### src/rtl/trim_cal_pkg.sv
package trim_cal_pkg;
   typedef enum logic [2:0] {
      CAL_IDLE,
      CAL_SETTLE,
      CAL_MEASURE,
      CAL_CHECK,
      CAL_ADJUST,
      CAL_LOCKED,
      CAL_FAIL
   } cal_state_e;

   typedef enum logic [1:0] {
      VERDICT_IN   = 2'd0,
      VERDICT_LOW  = 2'd1,
      VERDICT_HIGH = 2'd2
   } verdict_e;
endpackage

### src/rtl/window_cmp.sv
module window_cmp
   import trim_cal_pkg::*;
#(
   parameter int CNT_W = 12
) (
   input  logic [CNT_W-1:0] sample,
   input  logic [CNT_W-1:0] lo_lim,
   input  logic [CNT_W-1:0] hi_lim,
   output verdict_e         verdict
);
   always_comb begin
      if (sample < lo_lim)
         verdict = VERDICT_LOW;
      else if (sample > hi_lim)
         verdict = VERDICT_HIGH;
      else
         verdict = VERDICT_IN;
   end
endmodule

### src/rtl/trim_stepper.sv
module trim_stepper #(
   parameter int TRIM_W = 6
) (
   input  logic [TRIM_W-1:0] cur,
   input  logic              step_up,
   output logic [TRIM_W-1:0] nxt,
   output logic              at_edge
);
   localparam logic [TRIM_W-1:0] ONE = TRIM_W'(1);

   always_comb begin
      if (step_up) begin
         at_edge = &cur;
         nxt     = cur + ONE;
      end else begin
         at_edge = ~|cur;
         nxt     = cur - ONE;
      end
   end
endmodule

### src/rtl/settle_gate.sv
module settle_gate #(
   parameter int DISCARD = 1
) (
   input  logic clk,
   input  logic rst_n,
   input  logic clear,
   input  logic cnt_valid,
   output logic settled
);
   generate
      if (DISCARD == 0) begin : g_nodiscard
         assign settled = 1'b1;
      end else begin : g_discard
         localparam int DW = $clog2(DISCARD + 1);
         localparam logic [DW-1:0] LIMIT = DW'(DISCARD);
         logic [DW-1:0] seen;

         always_ff @(posedge clk or negedge rst_n) begin
            if (!rst_n)
               seen <= '0;
            else if (clear)
               seen <= '0;
            else if (cnt_valid && (seen != LIMIT))
               seen <= seen + DW'(1);
         end

         assign settled = (seen == LIMIT);
      end
   endgenerate
endmodule

### src/rtl/trim_cal_ctrl.sv
module trim_cal_ctrl
   import trim_cal_pkg::*;
#(
   parameter int TRIM_W    = 6,
   parameter int CNT_W     = 12,
   parameter int INIT_TRIM = 0,
   parameter int DISCARD   = 1,
   parameter int MAX_ADJ   = 64
) (
   input  logic              clk,
   input  logic              rst_n,
   input  logic              start,
   input  logic              cnt_valid,
   input  logic [CNT_W-1:0]  cnt_value,
   input  logic [CNT_W-1:0]  lo_limit,
   input  logic [CNT_W-1:0]  hi_limit,
   output logic [TRIM_W-1:0] trim_code,
   output logic              done,
   output logic              fail,
   output logic [TRIM_W-1:0] scan_code,
   output logic              scan_valid
);
   localparam int AW = $clog2(MAX_ADJ + 1);
   localparam logic [AW-1:0]     ADJ_LIMIT = AW'(MAX_ADJ);
   localparam logic [TRIM_W-1:0] TRIM_INIT = TRIM_W'(INIT_TRIM);

   generate
      if (TRIM_W < 1 || TRIM_W > 16) begin : g_bad_trim_w
         $error("TRIM_W out of range");
      end
      if (CNT_W < 2) begin : g_bad_cnt_w
         $error("CNT_W too small");
      end
      if (INIT_TRIM < 0 || INIT_TRIM >= (1 << TRIM_W)) begin : g_bad_init
         $error("INIT_TRIM does not fit TRIM_W");
      end
      if (DISCARD < 0 || DISCARD > 255) begin : g_bad_discard
         $error("DISCARD out of range");
      end
      if (MAX_ADJ < 1) begin : g_bad_max_adj
         $error("MAX_ADJ must be positive");
      end
   endgenerate

   cal_state_e         state;
   logic [TRIM_W-1:0]  trim_r;
   logic [CNT_W-1:0]   sample_r;
   logic [AW-1:0]      adj_cnt;
   logic               dir_up_r;
   logic [TRIM_W-1:0]  scan_r;

   verdict_e           verdict;
   logic               settled;
   logic               step_up;
   logic [TRIM_W-1:0]  trim_nxt;
   logic               trim_at_edge;

   window_cmp #(.CNT_W(CNT_W)) u_cmp (
      .sample  (sample_r),
      .lo_lim  (lo_limit),
      .hi_lim  (hi_limit),
      .verdict (verdict)
   );

   assign step_up = (state == CAL_CHECK) ? (verdict == VERDICT_LOW) : dir_up_r;

   trim_stepper #(.TRIM_W(TRIM_W)) u_step (
      .cur     (trim_r),
      .step_up (step_up),
      .nxt     (trim_nxt),
      .at_edge (trim_at_edge)
   );

   settle_gate #(.DISCARD(DISCARD)) u_gate (
      .clk       (clk),
      .rst_n     (rst_n),
      .clear     (state != CAL_SETTLE),
      .cnt_valid (cnt_valid),
      .settled   (settled)
   );

   always_ff @(posedge clk or negedge rst_n) begin
      if (!rst_n) begin
         state    <= CAL_IDLE;
         trim_r   <= TRIM_INIT;
         sample_r <= '0;
         adj_cnt  <= '0;
         dir_up_r <= 1'b0;
         scan_r   <= '0;
      end else begin
         case (state)
            CAL_IDLE: begin
               if (start) begin
                  trim_r  <= TRIM_INIT;
                  adj_cnt <= '0;
                  state   <= CAL_SETTLE;
               end
            end
            CAL_SETTLE: begin
               if (settled) begin
                  if (cnt_valid) begin
                     sample_r <= cnt_value;
                     state    <= CAL_CHECK;
                  end else begin
                     state    <= CAL_MEASURE;
                  end
               end
            end
            CAL_MEASURE: begin
               if (cnt_valid) begin
                  sample_r <= cnt_value;
                  state    <= CAL_CHECK;
               end
            end
            CAL_CHECK: begin
               if (verdict == VERDICT_IN) begin
                  scan_r <= trim_r;
                  state  <= CAL_LOCKED;
               end else if (trim_at_edge || (adj_cnt == ADJ_LIMIT)) begin
                  scan_r <= trim_r;
                  state  <= CAL_FAIL;
               end else begin
                  dir_up_r <= (verdict == VERDICT_LOW);
                  state    <= CAL_ADJUST;
               end
            end
            CAL_ADJUST: begin
               trim_r  <= trim_nxt;
               adj_cnt <= adj_cnt + AW'(1);
               state   <= CAL_SETTLE;
            end
            CAL_LOCKED: state <= CAL_LOCKED;
            CAL_FAIL:   state <= CAL_FAIL;
            default:    state <= CAL_IDLE;
         endcase
      end
   end

   assign trim_code  = trim_r;
   assign done       = (state == CAL_LOCKED);
   assign fail       = (state == CAL_FAIL);
   assign scan_valid = done | fail;
   assign scan_code  = scan_r;
endmodule

### config.mk
export PLATFORM = sky130hd
export DESIGN_NAME = trim_cal_ctrl
export DESIGN_NICKNAME = d
export VERILOG_FILES = /design/src/rtl/trim_cal_pkg.sv /design/src/rtl/window_cmp.sv /design/src/rtl/trim_stepper.sv /design/src/rtl/settle_gate.sv /design/src/rtl/trim_cal_ctrl.sv
export SDC_FILE = /design/constraint.sdc
export NUM_CORES = 1
export LEC_CHECK = 0
export ABC_CLOCK_PERIOD_IN_PS = 5260
export BUFFER_PORTS_ARGS = -buffer_cell sky130_fd_sc_hd__buf_2
export CORE_MARGIN = 4
export CORE_UTILIZATION = 52
export CTS_BUF_LIST = sky130_fd_sc_hd__clkbuf_4 sky130_fd_sc_hd__clkbuf_8
export CTS_CLUSTER_DIAMETER = 120
export DETAILED_ROUTE_END_ITERATION = 6
export PLACE_DENSITY = 0.88
export SLEW_MARGIN = 30
export SYNTH_ARGS = -nofsm -noshare
export SYNTH_HDL_FRONTEND = slang
export SYNTH_HIERARCHICAL = 1
export SYNTH_SLANG_ARGS = --single-unit
### constraint.sdc
create_clock -name clk -period 5.26 [get_ports clk]
set_input_delay 0.526 -clock clk [delete_from_list [all_inputs] [get_ports clk]]
set_output_delay 0.526 -clock clk [all_outputs]
set_load 0.05 [all_outputs]
Word-level counts from Yosys, hierarchy flattened
Index checks and enable logic that the tools add are counted.
{ "classes": {"bitwise": 4, "addsub": 4, "eq_ne": 12, "reduce_logical": 16, "n_lt_le_gt_ge": 2, "muxes": 23} }
{ "ops": {"columns": ["op", "n"], "rows": [
  ["$mux W12", 2],
  ["$mux W6", 4],
  ["$pmux W12 S2", 1],
  ["$pmux W3 S7", 1],
  ["$pmux W7 S2", 1],
  ["$gt A12 B12 Y1", 1],
  ["$lt A12 B12 Y1", 1],
  ["$pmux W6 S2", 1],
  ["$eq A3 B3 Y1 const B", 3],
  ["$mux W3", 3],
  ["$mux W2", 4],
  ["$reduce_bool A2 Y1", 4],
  ["$add A7 B1 Y7 const B", 1],
  ["$eq A7 B7 Y1 const B", 1],
  ["$mux W7", 1],
  ["$add A6 B1 Y6 const B", 1],
  ["$eq A3 B2 Y1 const B", 2],
  ["$reduce_and A2 Y1", 3],
  ["$reduce_and A3 Y1", 2],
  ["$reduce_and A6 Y1", 1],
  ["$reduce_or A6 Y1", 1],
  ["$sub A6 B1 Y6 const B", 1],
  ["$mux W1", 5],
  ["$ne A2 B2 Y1 const B", 2],
  ["12 further kinds", 14]
]} }
{ "totals": {"reg_bits": 36, "input_bits": 40, "elab_cells": 68, "out_inout_bits": 15} }

Longest topological paths before layout
Gate-level depths: netlist of the first run.
{ "logic_depth": {"ltp_word": 10, "depth_mapped": 16, "mapped_depth_nobuf": 16} }

By module
The synthesis of the first run kept the hierarchy.
{ "by_module_without_submodules": {"columns": ["module", "cells_each", "instances", "seq_area_each_um2", "area_each_um2"], "rows": [
  ["trim_cal_ctrl", 134, 1, 875.8, 1586.5],
  ["window_cmp", 78, 1, 0.0, 609.3],
  ["trim_stepper", 26, 1, 0.0, 212.7],
  ["settle_gate", 2, 1, 25.0, 35.0]
]} }

Worst setup path before layout of the first run
Ideal clock, no wire load.
{ "synth_path": {"kind": "input to register", "from": "input port lo_limit[2]", "to": "register trim_r[4] (netlist: trim_code[4])", "slack_ns": 1.702, "t_required_ns": 5.139, "path_stages": 15, "arrival_time_ns": 3.437, "path_cell_list": "inv_1 ha_1 a21o_1 a21oi_2 a211oi_2 a2111oi_4 nor3b_2 nand2b_1 o21ai_0 inv_1 fa_1 a21o_1 a21oi_1 xnor2_1 a22o_1"} }
{ "synth_between": {"elab_chain_cells": 6} }
{ "synth_lines": {"columns": ["item", "line_no", "text"], "rows": [
  ["start, declared", "trim_cal_ctrl.sv:15", "input logic [CNT_W-1:0] lo_limit,"],
  ["$lt A12 B12 Y1", "window_cmp.sv:12", "if (sample < lo_lim)"],
  ["$mux W2", "window_cmp.sv:12", null],
  ["via verdict[0]", "trim_cal_ctrl.sv:52", "verdict_e verdict;"],
  ["$eq A2 B1 Y1", "trim_cal_ctrl.sv:65", "assign step_up = (state == CAL_CHECK) ? (verdict == VERDICT_LOW) : dir_up_r;"],
  ["$mux W1", "trim_cal_ctrl.sv:65", null],
  ["via step_up", "trim_cal_ctrl.sv:54", "logic step_up;"],
  ["$mux W6", "trim_stepper.sv:12", "if (step_up) begin"],
  ["via trim_nxt[4]", "trim_cal_ctrl.sv:55", "logic [TRIM_W-1:0] trim_nxt;"],
  ["$pmux W6 S2", "trim_cal_ctrl.sv:91", "case (state)"],
  ["end signal, assigned", "trim_cal_ctrl.sv:128", "trim_r <= trim_nxt;"],
  ["end, declared", "trim_cal_ctrl.sv:46", "logic [TRIM_W-1:0] trim_r;"]
]} }
The timed path passes the listed nets, and every way through them passes these cells.
A chain may end at the register's enable or synchronous reset.

Final worst setup path of the first run
{ "layout_path": {"from": "register sample_r[2]", "to": "register trim_r[5] (netlist: trim_code[5])"} }
{ "layout_between": {"word_cells_on_any_way": 8} }
{ "layout_rtl": {"columns": ["item", "line_no", "text"], "rows": [
  ["start, declared", "trim_cal_ctrl.sv:47", "logic [CNT_W-1:0] sample_r;"],
  ["start signal, assigned", "trim_cal_ctrl.sv:102", "sample_r <= cnt_value;"],
  ["start signal, assigned", "trim_cal_ctrl.sv:111", "sample_r <= cnt_value;"],
  ["$lt A12 B12 Y1", "window_cmp.sv:12", null],
  ["$mux W2", "window_cmp.sv:12", null],
  ["via verdict[0]", "trim_cal_ctrl.sv:52", null],
  ["$eq A2 B1 Y1", "trim_cal_ctrl.sv:65", null],
  ["$mux W1", "trim_cal_ctrl.sv:65", null],
  ["via step_up", "trim_cal_ctrl.sv:54", null],
  ["$mux W6", "trim_stepper.sv:12", null],
  ["via trim_nxt[5]", "trim_cal_ctrl.sv:55", null],
  ["$pmux W6 S2", "trim_cal_ctrl.sv:91", null]
]} }
The timed path passes the listed nets, and every way through them passes these cells.

==> impl_metrics.csv, run 1 <==
group,metric,value,unit
outcome,outcome,"complete, no violations",
placed_design,dpl_cell_area,2745,µm²
cells_and_area,fillers,355,
detailed_routing,drt_iter0_markers,58,
critical_path,endpoint_kind,"register",
logic_synthesis,yosysWarnings,6,
flow_run,maxCapViolations,0,
global_route,grt_pass1_vias,2004,
clock_tree,cts_max_path_buffers,2,
global_route,grt_pass1_wl,8769,µm
power_and_ir_drop,seqPwrFrac,0.318,
logic_synthesis,yosysSeqAreaShare,0.3687,
detailed_routing,dr.pass1.iters,4,
cells_and_area,diodes,0,
clock_tree,post_cts_resized,0,
timing,slew_headroom,0.4671,
critical_path,critPathKind,"register to register",
timing,setup_viol,0,
logic_synthesis,syn_area_per_cell,10.18,µm²
power_and_ir_drop,power.leakage,0.001524,µW
timing,report.final.slew_viol_count,0,
detailed_routing,viasPerCell,5.650,
global_route,met3_usage,0.05083,
timing,max_freq,0.2646,GHz
clock_tree,cts_hold_buf,0,
power_and_ir_drop,switching_share,0.4428,
die,core_area,4444,µm²
timing,hold_violations,0,
critical_path,required,5.44,ns
power_and_ir_drop,ir_drop,367.5,µV
global_route,grt_overflow,0,
placed_design,gp_congestion,0.7882,
timing,tightest_slew,0.7993,ns
min_path,hold_class,"primary input to async pin",
clock_tree,clkSinkCount,36,
die,rows,24,
logic_synthesis,synthDistinctLibCells,45,
cells_and_area,fin_area,2878,µm²
global_route,grtUsageTotal,0.1823,
timing,finalClockSkew,0.008353,ns
cells_and_area,drive_gt1_frac,0.3165,
logic_synthesis,yosys_most_used_dff,"dfrtp_1",
critical_path,cp_max_fo,5,
placed_design,place.port_buffers,54,
logic_synthesis,async_flop_share,1.000,
global_route,grtUsageMet2,0.3181,
die,die_h,76.55,µm
die,ios,55,
cells_and_area,nets,366,
die,die_x,76.55,µm
logic_synthesis,syn_area,2444,µm²
clock_tree,htreeDepth,2,
timing,rsz0062_at_grt,"no",
clock_tree,cts_inserted_buffers,5,
logic_synthesis,synth_cells,240,
power_and_ir_drop,p_per_area,589.3,nW/µm²
detailed_routing,routedWlPerCell,14.54,µm
critical_path,worstPathArrival,3.96,ns
detailed_routing,drc_errors,0,
die,start_util,0.5498,
power_and_ir_drop,power_frac_clock,0.156,
clock_tree,cts_tree,"done",
logic_synthesis,synth_nets,310,
power_and_ir_drop,pwr-share-comb,0.526,
global_route,grt_antenna_before_repair,0,
cells_and_area,area_growth,17.77,%
cells_and_area,final_cell_mix,"54 x buf_2, 36 x dfrtp_1, 31 x inv_1, 29 x ha_1, 18 x mux2_2",
logic_synthesis,ys_seq_elements,36,
global_route,gr-max-usage-layer,"met2",
die,design.die.area,5860,µm²
timing,post-route-min-period,3.779,ns
clock_tree,post_cts_buffers,0,
global_route,grt_max_degree,37,
clock_tree,cts-root-buf,"clkbuf_8",
power_and_ir_drop,intPower,944.9,µW
clock_tree,clkTransAtPathRegs,0.07,ns
logic_synthesis,synth_edf_count,0,
logic_synthesis,synth_area_leader_cell,"dfrtp_1",
logic_synthesis,synth_top_area_share,0.3687,
timing,setup_tns,0,ns
global_route,use_met1,0.2179,
detailed_routing,via_count,1972,
logic_synthesis,netlist_top_cells_area,"dfrtp_1 37%, ha_1 15%, mux2_2 8.3%, inv_1 4.8%, a21o_1 3.1%",
cells_and_area,mostFrequentLayoutCell,"buf_2",
timing,period_share,0.7185,
placed_design,dp_hpwl,3876,µm
detailed_routing,routed_wl,5076,µm
power_and_ir_drop,switching_power,751.0,µW
clock_tree,clock_latency,0.29,ns
detailed_routing,ant_nets,0,
critical_path,cp-start-kind,"register",
power_and_ir_drop,power,1696,µW
==> Yosys cell counts (3+ instances only) <==
master / instances
dfrtp_1: 36
inv_1: 31
ha_1: 29
mux2_2: 18
nand2_1: 14
a21o_1: 10
a21oi_1: 9
nor2_1: 9
o21ai_0: 9
a22o_1: 7
nand3_1: 7
nand4_1: 6
a31oi_1: 4
xnor2_1: 4
a21oi_2: 3
and3_1: 3
buf_2: 3
nand2b_1: 3
nor3_1: 3
==> routing by layer <==
metal,share of wire,up-vias
li1,-,967
met1,0.44,943
met2,0.48,52
met3,0.059,10
met4,0.015,0
met5,0,-
==> through the flow <==
step / std cells / hold slack (ns) / setup slack [ns] / util
floorplan: 240 / 0.2304 / 1.702 / -
global placement: 341 / 0.4871 / 1.477 / 0.6177
detailed placement: 341 / 0.4905 / 1.306 / 0.6177
CTS: 349 / 0.3487 / 1.517 / 0.6461
global route: 349 / 0.3863 / 1.209 / 0.6475
finish: 349 / 0.3138 / 1.481 / 0.6475
==> power by group through the flow <==
stage	clock network [µW]	registers [µW]	logic (µW)
after global routing	282	560	984
after CTS	272	539	891
after detailed placement	0	544	883
final	265	539	892
after floorplan	0	626	612
after global placement	0	539	852
==> area by class of cell <==
class / count / area [µm²] / area share
Clock buffer: 7 / 96.34 / 0.03348
Timing Repair Buffer: 55 / 277.8 / 0.09652
Clock inverter: 1 / 30.03 / 0.01043
Tap cell: 52 / 65.06 / 0.02261
Multi-Input combinational cell: 167 / 1391 / 0.4835
Inverter: 31 / 116.4 / 0.04043
Sequential cell: 36 / 900.9 / 0.3130
==> final timing paths <==
check,slack (ns),from,depth (start not counted),end
min in group clk,0.46,cnt_value[1],2,sample_r[1]
hold reg to reg,0.51,scan_code[3],1,scan_code[3]
setup / recovery,1.48,sample_r[2],15,trim_code[5]
setup reg to reg,1.48,sample_r[2],15,trim_code[5]
max in group asynchronous,4.42,rst_n,1,adj_cnt[5]
hold / removal,0.31,rst_n,1,sample_r[3]
==> kinds of logic after synthesis <==
| logic type | count (synthesis) | synth area share |
|---|---|---|
| AO/OA/AOI/OAI | 58 | 0.1864 |
| AND/OR/NAND/NOR | 56 | 0.1229 |
| buffers and inverters | 37 | 0.06451 |
| flip-flops | 36 | 0.3687 |
| adder cells (fa/ha/maj) | 30 | 0.1567 |
| multiplexers | 18 | 0.08295 |
| XOR/XNOR | 5 | 0.01792 |
==> sequential cells by signal, indices dropped and copies added (netlist names) <==
register,cells
scan_code,6
state,3
dir_up_r,1
adj_cnt,7
sample_r,12
trim_code,6
u_gate/settled,1
==> critical path, stage by stage (launching register included) <==
cell       delay [ns]
dfrtp_1          0.40
ha_1             0.32
a21o_1           0.17
a21oi_2          0.14
a211oi_2         0.09
a2111oi_4        0.44
nor3b_2          0.12
nand2b_1         0.16
o21ai_0          0.41
inv_1            0.23
ha_1             0.37
a211oi_2         0.26
o21bai_1         0.13
a21oi_2          0.17
xnor2_1          0.08
a22o_1           0.20
(Power assumes the default switching activity.)
==> run 2, diff against run 1 <==
ABC_CLOCK_PERIOD_IN_PS = 3930   (was 5260)
clock period = 3.93 ns   (was 5.26 ns; I/O delays follow)
==> run 2 against run 1 <==
  * Clock power increased by 7%
  * Highest routed layer unchanged
  * First-iteration DRC count shrank 12%
  * Critical path type unchanged
  * Via count increased by 0.76%
==> impl_metrics.csv, run 2 (same netlist as run 1, synthesis figures left out) <==
group,metric,value,unit
global_route,use_met1,0.2130,
power_and_ir_drop,switching_power,1004,µW
critical_path,r2r_slack,0.36,ns
cells_and_area,regMostFlops,"sample_r",
timing,finalClockSkew,0.002906,ns
power_and_ir_drop,ir_drop,440.8,µV
die,ios,55,
clock_tree,clkSinkCount,36,
timing,setup_viol,0,
detailed_routing,routed_wl,5198,µm
power_and_ir_drop,pwr-share-comb,0.545,
timing,period_share,0.9080,
power_and_ir_drop,power_frac_clock,0.128,
global_route,grtUsageTotal,0.1920,
global_route,grt_antenna_before_repair,0,
clock_tree,post_cts_resized,0,
power_and_ir_drop,p_per_area,775.5,nW/µm²
die,design.die.area,5860,µm²
timing,hold_violations,0,
global_route,grt_max_degree,37,
global_route,gr-max-usage-layer,"met2",
global_route,grt_pass1_vias,2108,
flow_run,maxCapViolations,0,
global_route,grt_overflow,0,
critical_path,reg2regPathDepth,15,
critical_path,cp-start-kind,"register",
detailed_routing,routedWlPerCell,14.85,µm
placed_design,place.port_buffers,54,
critical_path,cp_max_fo,5,
critical_path,max_stage_delay,0.44,ns
clock_tree,cts_max_path_buffers,2,
detailed_routing,dr.pass1.iters,4,
timing,setup_tns,0,ns
critical_path,rr_endpoint,"trim_code[5]",
critical_path,required,4.11,ns
cells_and_area,final_cell_mix,"54 x buf_2, 36 x dfrtp_1, 31 x inv_1, 29 x ha_1, 18 x mux2_2",
placed_design,dp_hpwl,4108,µm
cells_and_area,diodes,0,
timing,whs,0.2018,ns
cells_and_area,area_growth,16.64,%
cells_and_area,largest_register_ffs,12,
timing,max_freq,0.2802,GHz
outcome,outcome,"complete, no violations",
cells_and_area,reg.largest.list,"sample_r: 12 flops, adj_cnt: 7 flops",
clock_tree,cts_tree,"done",
detailed_routing,drc_errors,0,
power_and_ir_drop,intPower,1207,µW
critical_path,slowest_stage,"a2111oi_4",
timing,report.final.slew_viol_count,0,
timing,post-route-min-period,3.569,ns
timing,rsz0062_at_grt,"no",
min_path,hold_class,"primary input to async pin",
detailed_routing,via_count,1987,
die,die_h,76.55,µm
clock_tree,htreeDepth,2,
clock_tree,cts_inserted_buffers,5,
die,core_area,4444,µm²
clock_tree,post_cts_buffers,0,
cells_and_area,nets,367,
power_and_ir_drop,power.leakage,0.001514,µW
die,die_x,76.55,µm
clock_tree,cts-root-buf,"clkbuf_8",
cells_and_area,mostFrequentLayoutCell,"buf_2",
cells_and_area,drive_gt1_frac,0.3188,
detailed_routing,viasPerCell,5.677,
critical_path,endpoint_kind,"register",
detailed_routing,ant_nets,0,
detailed_routing,drt_iter0_markers,51,
timing,tightest_slew,0.9639,ns
clock_tree,clkTransAtPathRegs,0.07,ns
clock_tree,clock_latency,0.28,ns
die,start_util,0.5498,
critical_path,worstPathArrival,3.75,ns
clock_tree,cts_hold_buf,0,
critical_path,cp-startpoint,"sample_r[2]",
placed_design,dpl_cell_area,2753,µm²
critical_path,crit_chain,"ha_1 -> a21o_1 -> a21oi_2 -> a211oi_2 -> a2111oi_4 -> nor3b_2 -> nand2b_1 -> o21ai_0 -> inv_1 -> ha_1 -> a211oi_2 -> o21bai_1 -> a21oi_2 -> xnor2_1 -> a22o_1",
power_and_ir_drop,seqPwrFrac,0.326,
placed_design,gp_congestion,0.7952,
global_route,grtUsageMet2,0.3436,
timing,slew_headroom,0.3546,
power_and_ir_drop,switching_share,0.4540,
global_route,grt_pass1_wl,9273,µm
global_route,met3_usage,0.06028,
die,rows,24,
critical_path,critPathKind,"register to register",
cells_and_area,fin_area,2850,µm²
cells_and_area,fillers,376,
critical_path,rr_startpoint,"sample_r[2]",
-- run 2: critical path, delay by kind of cell, from the launching register on --
kind | cells | cell delay [ns]
adders and majority gates | 2 | 0.68
AOI/OAI and AO/OA | 9 | 1.82
DFF | 1 | 0.41
xor gates and xnor gates | 1 | 0.08
and+or+nand+nor | 2 | 0.29
buffers and inverters | 1 | 0.19
-- run 2: cell type report --
cell class,instances,area [µm²],share of cell area
Clock buffer,8,97.59,0.03424
Inverter,31,116.4,0.04083
Multi-Input combinational cell,167,1385,0.4860
Sequential cell,36,900.9,0.3161
Tap cell,52,65.06,0.02283
Timing Repair Buffer,56,285.3,0.1001
-- run 2: how the worst max path moves through the flow --
stage                   endpoint  cells after the start
floorplan           trim_code[4]                     15
global placement    trim_code[5]                     17
detailed placement  trim_code[5]                     17
CTS                 trim_code[5]                     15
global route        trim_code[5]                     15
finish              trim_code[5]                     15
-- run 2: routing by layer --
metal  up-vias  part of all wire  wire [µm]
met2        55              0.51       2627
met4         0             0.013         70
li1        966                 -          -
met3        11             0.062        324
met5         -                 0          0
met1       955              0.42       2176
-- run 2: per-stage QoR --
stage / worst slack, ns / total power [µW] / util / instances
finish: 0.3614 / 2210 / 0.6413 / 350
global route: 0.09407 / 2405 / 0.6413 / 350
CTS: 0.3745 / 2229 / 0.6413 / 350
detailed placement: 0.3156 / 1938 / 0.6194 / 342
global placement: 0.4592 / 1870 / 0.6194 / 342
floorplan: 0.5050 / 1657 / - / 240
-- run 2: power groups by stage --
stage	Clock [µW]	Combinational, µW	Sequential [µW]
3_3_place_gp	0	1150	721
4_1_cts	294	1210	723
2_1_floorplan	0	819	838
5_1_grt	307	1350	751
3_5_place_dp	0	1210	730
6_report	283	1210	722
==> run 3, diff against run 2 <==
CELL_PAD_IN_SITES_DETAIL_PLACEMENT = 0   (was unset)
CELL_PAD_IN_SITES_GLOBAL_PLACEMENT = 1   (was unset)
CORE_UTILIZATION = 43   (was 52)
PLACE_DENSITY = 0.93   (was 0.88)
==> run 3 against run 2 <==
  * Via count fell by 3.1%
  * Critical endpoint unchanged
  * Fmax rose by 1.3%
  * Largest cell class unchanged
  * Cell area rose by 0.53%
  * Setup slack improved by 0.047 ns
  * Power fell by 2.1%
==> impl_metrics.csv, run 3 (same netlist as run 1, synthesis figures left out) <==
group,metric,value,unit
global_route,grt_pass1_vias,1958,
cells_and_area,final_cell_mix,"54 x buf_2, 36 x dfrtp_1, 31 x inv_1, 29 x ha_1, 18 x mux2_2",
die,ios,55,
cells_and_area,area_growth,17.26,%
detailed_routing,ant_nets,0,
critical_path,max_stage_delay,0.43,ns
detailed_routing,viasPerCell,5.217,
detailed_routing,drt_iter0_markers,70,
critical_path,crit_end,"trim_code[5]",
timing,finalClockSkew,0.007739,ns
placed_design,gp_congestion,0.7980,
detailed_routing,dr.pass1.iters,4,
critical_path,crit_chain,"ha_1 -> a21o_1 -> a21oi_2 -> a211oi_2 -> a2111oi_4 -> nor3b_2 -> nand2b_1 -> o21ai_0 -> inv_1 -> ha_1 -> a211oi_2 -> o21bai_1 -> a21oi_2 -> xnor2_1 -> a22o_1",
timing,setup_viol,0,
clock_tree,cts_tree,"done",
timing,max_freq,0.2840,GHz
critical_path,reg2regPathDepth,15,
timing,post-route-min-period,3.522,ns
die,die_x,83.39,µm
global_route,grt_pass1_wl,8625,µm
timing,slew_headroom,0.4590,
critical_path,required,4.10,ns
clock_tree,cts-root-buf,"clkbuf_8",
die,rows,27,
power_and_ir_drop,ir_drop,447.0,µV
min_path,hold_class,"primary input to async pin",
critical_path,endpoint_kind,"register",
die,start_util,0.4438,
detailed_routing,drc_errors,0,
cells_and_area,reg.largest.list,"sample_r: 12 flops, adj_cnt: 7 flops",
timing,rsz0062_at_grt,"no",
timing,period_share,0.8961,
global_route,grtUsageTotal,0.1495,
cells_and_area,diodes,0,
critical_path,critPathTopFamily,"compound AO/OA/AOI/OAI gates",
global_route,grt_overflow,0,
cells_and_area,nets,367,
timing,worst_slack,0.4083,ns
detailed_routing,routed_wl,5132,µm
clock_tree,clkTransAtPathRegs,0.07,ns
cells_and_area,mostFrequentLayoutCell,"buf_2",
placed_design,place.port_buffers,54,
critical_path,cp-startpoint,"sample_r[2]",
critical_path,r2r_slack,0.41,ns
critical_path,slowest_stage,"a2111oi_4",
clock_tree,post_cts_buffers,0,
placed_design,dp_hpwl,3984,µm
cells_and_area,drive_gt1_frac,0.3165,
placed_design,pre_cts_ws,0.3222,ns
global_route,grt_antenna_before_repair,0,
die,die_h,83.39,µm
die,core_area,5507,µm²
outcome,outcome,"complete, no violations",
critical_path,rr_endpoint,"trim_code[5]",
critical_path,rr_startpoint,"sample_r[2]",
clock_tree,clkSinkCount,36,
timing,tightest_slew,0.8114,ns
critical_path,critPathKind,"register to register",
clock_tree,cts_hold_buf,0,
timing,report.final.slew_viol_count,0,
critical_path,cp_max_fo,5,
power_and_ir_drop,p_per_area,755.5,nW/µm²
critical_path,cp_num_buf_inv,1,
critical_path,cp-start-kind,"register",
clock_tree,clock_latency,0.28,ns
power_and_ir_drop,power,2165,µW
detailed_routing,routedWlPerCell,13.91,µm
die,design.die.area,6953,µm²
detailed_routing,via_count,1925,
clock_tree,cts_inserted_buffers,5,
cells_and_area,regMostFlops,"sample_r",
clock_tree,htreeDepth,2,
critical_path,path_depth,15,
cells_and_area,largest_register_ffs,12,
global_route,grt_max_degree,37,
clock_tree,cts_max_path_buffers,2,
timing,hold_violations,0,
power_and_ir_drop,power.leakage,0.001509,µW
timing,setup_tns,0,ns
clock_tree,post_cts_resized,0,
flow_run,maxCapViolations,0,
critical_path,worstPathArrival,3.69,ns
## run 3: cell types whose count changed in the layout (fill, tap and decap cells not counted), sizes merged
| cell | change |
|---|---|
| clkbuf | -2 |
| clkinv | +1 |
## run 3: worst min-delay path by stage
| stage | startpoint | to | slack, ns | cells after the start |
|---|---|---|---|---|
| global route | rst_n | sample_r[6] | 0.26 | 1 |
| detailed placement | scan_code[5] | scan_code[5] | 0.50 | 1 |
| finish | rst_n | sample_r[2] | 0.20 | 1 |
| global placement | scan_code[4] | scan_code[4] | 0.49 | 1 |
| CTS | rst_n | sample_r[6] | 0.23 | 1 |
| floorplan | rst_n | adj_cnt[0] | 0.1 | 0 |
## run 3: power by group
group          switching, µW  internal (µW)  total, µW  leakage (µW)
combinational            673            511       1180       0.00101
clock                    127            127        254     0.0000445
sequential               192            534        726      0.000453
## run 3: metrics by stage
step | hold WS, ns | instance area [µm²] | cells | util
after CTS | 0.2302 | 2859 | 369 | 0.5192
after global routing | 0.2550 | 2865 | 369 | 0.5203
after floorplan | 0.09741 | 2444 | 240 | -
after detailed placement | 0.4988 | 2778 | 362 | 0.5044
final | 0.1960 | 2865 | 369 | 0.5203
after global placement | 0.4914 | 2778 | 362 | 0.5044
## run 3: routing by layer
metal	part of all wire	up-vias	GRT usage	wire length [µm]
met4	0.0080	0	0.03863	41
li1	-	967	-	-
met3	0.054	6	0.04663	278
met2	0.48	39	0.2587	2470
met5	0	-	0	0
met1	0.46	913	0.1795	2341
## run 3: cell type report
type / count / area, µm²
tap: 72 / 90.09
clock buffer: 6 / 76.32
fill: 519 / 2641
multi-input combinational: 167 / 1391
timing repair buffer: 56 / 285.3
clock inverter: 1 / 5.005
sequential: 36 / 900.9
inverter: 31 / 116.4
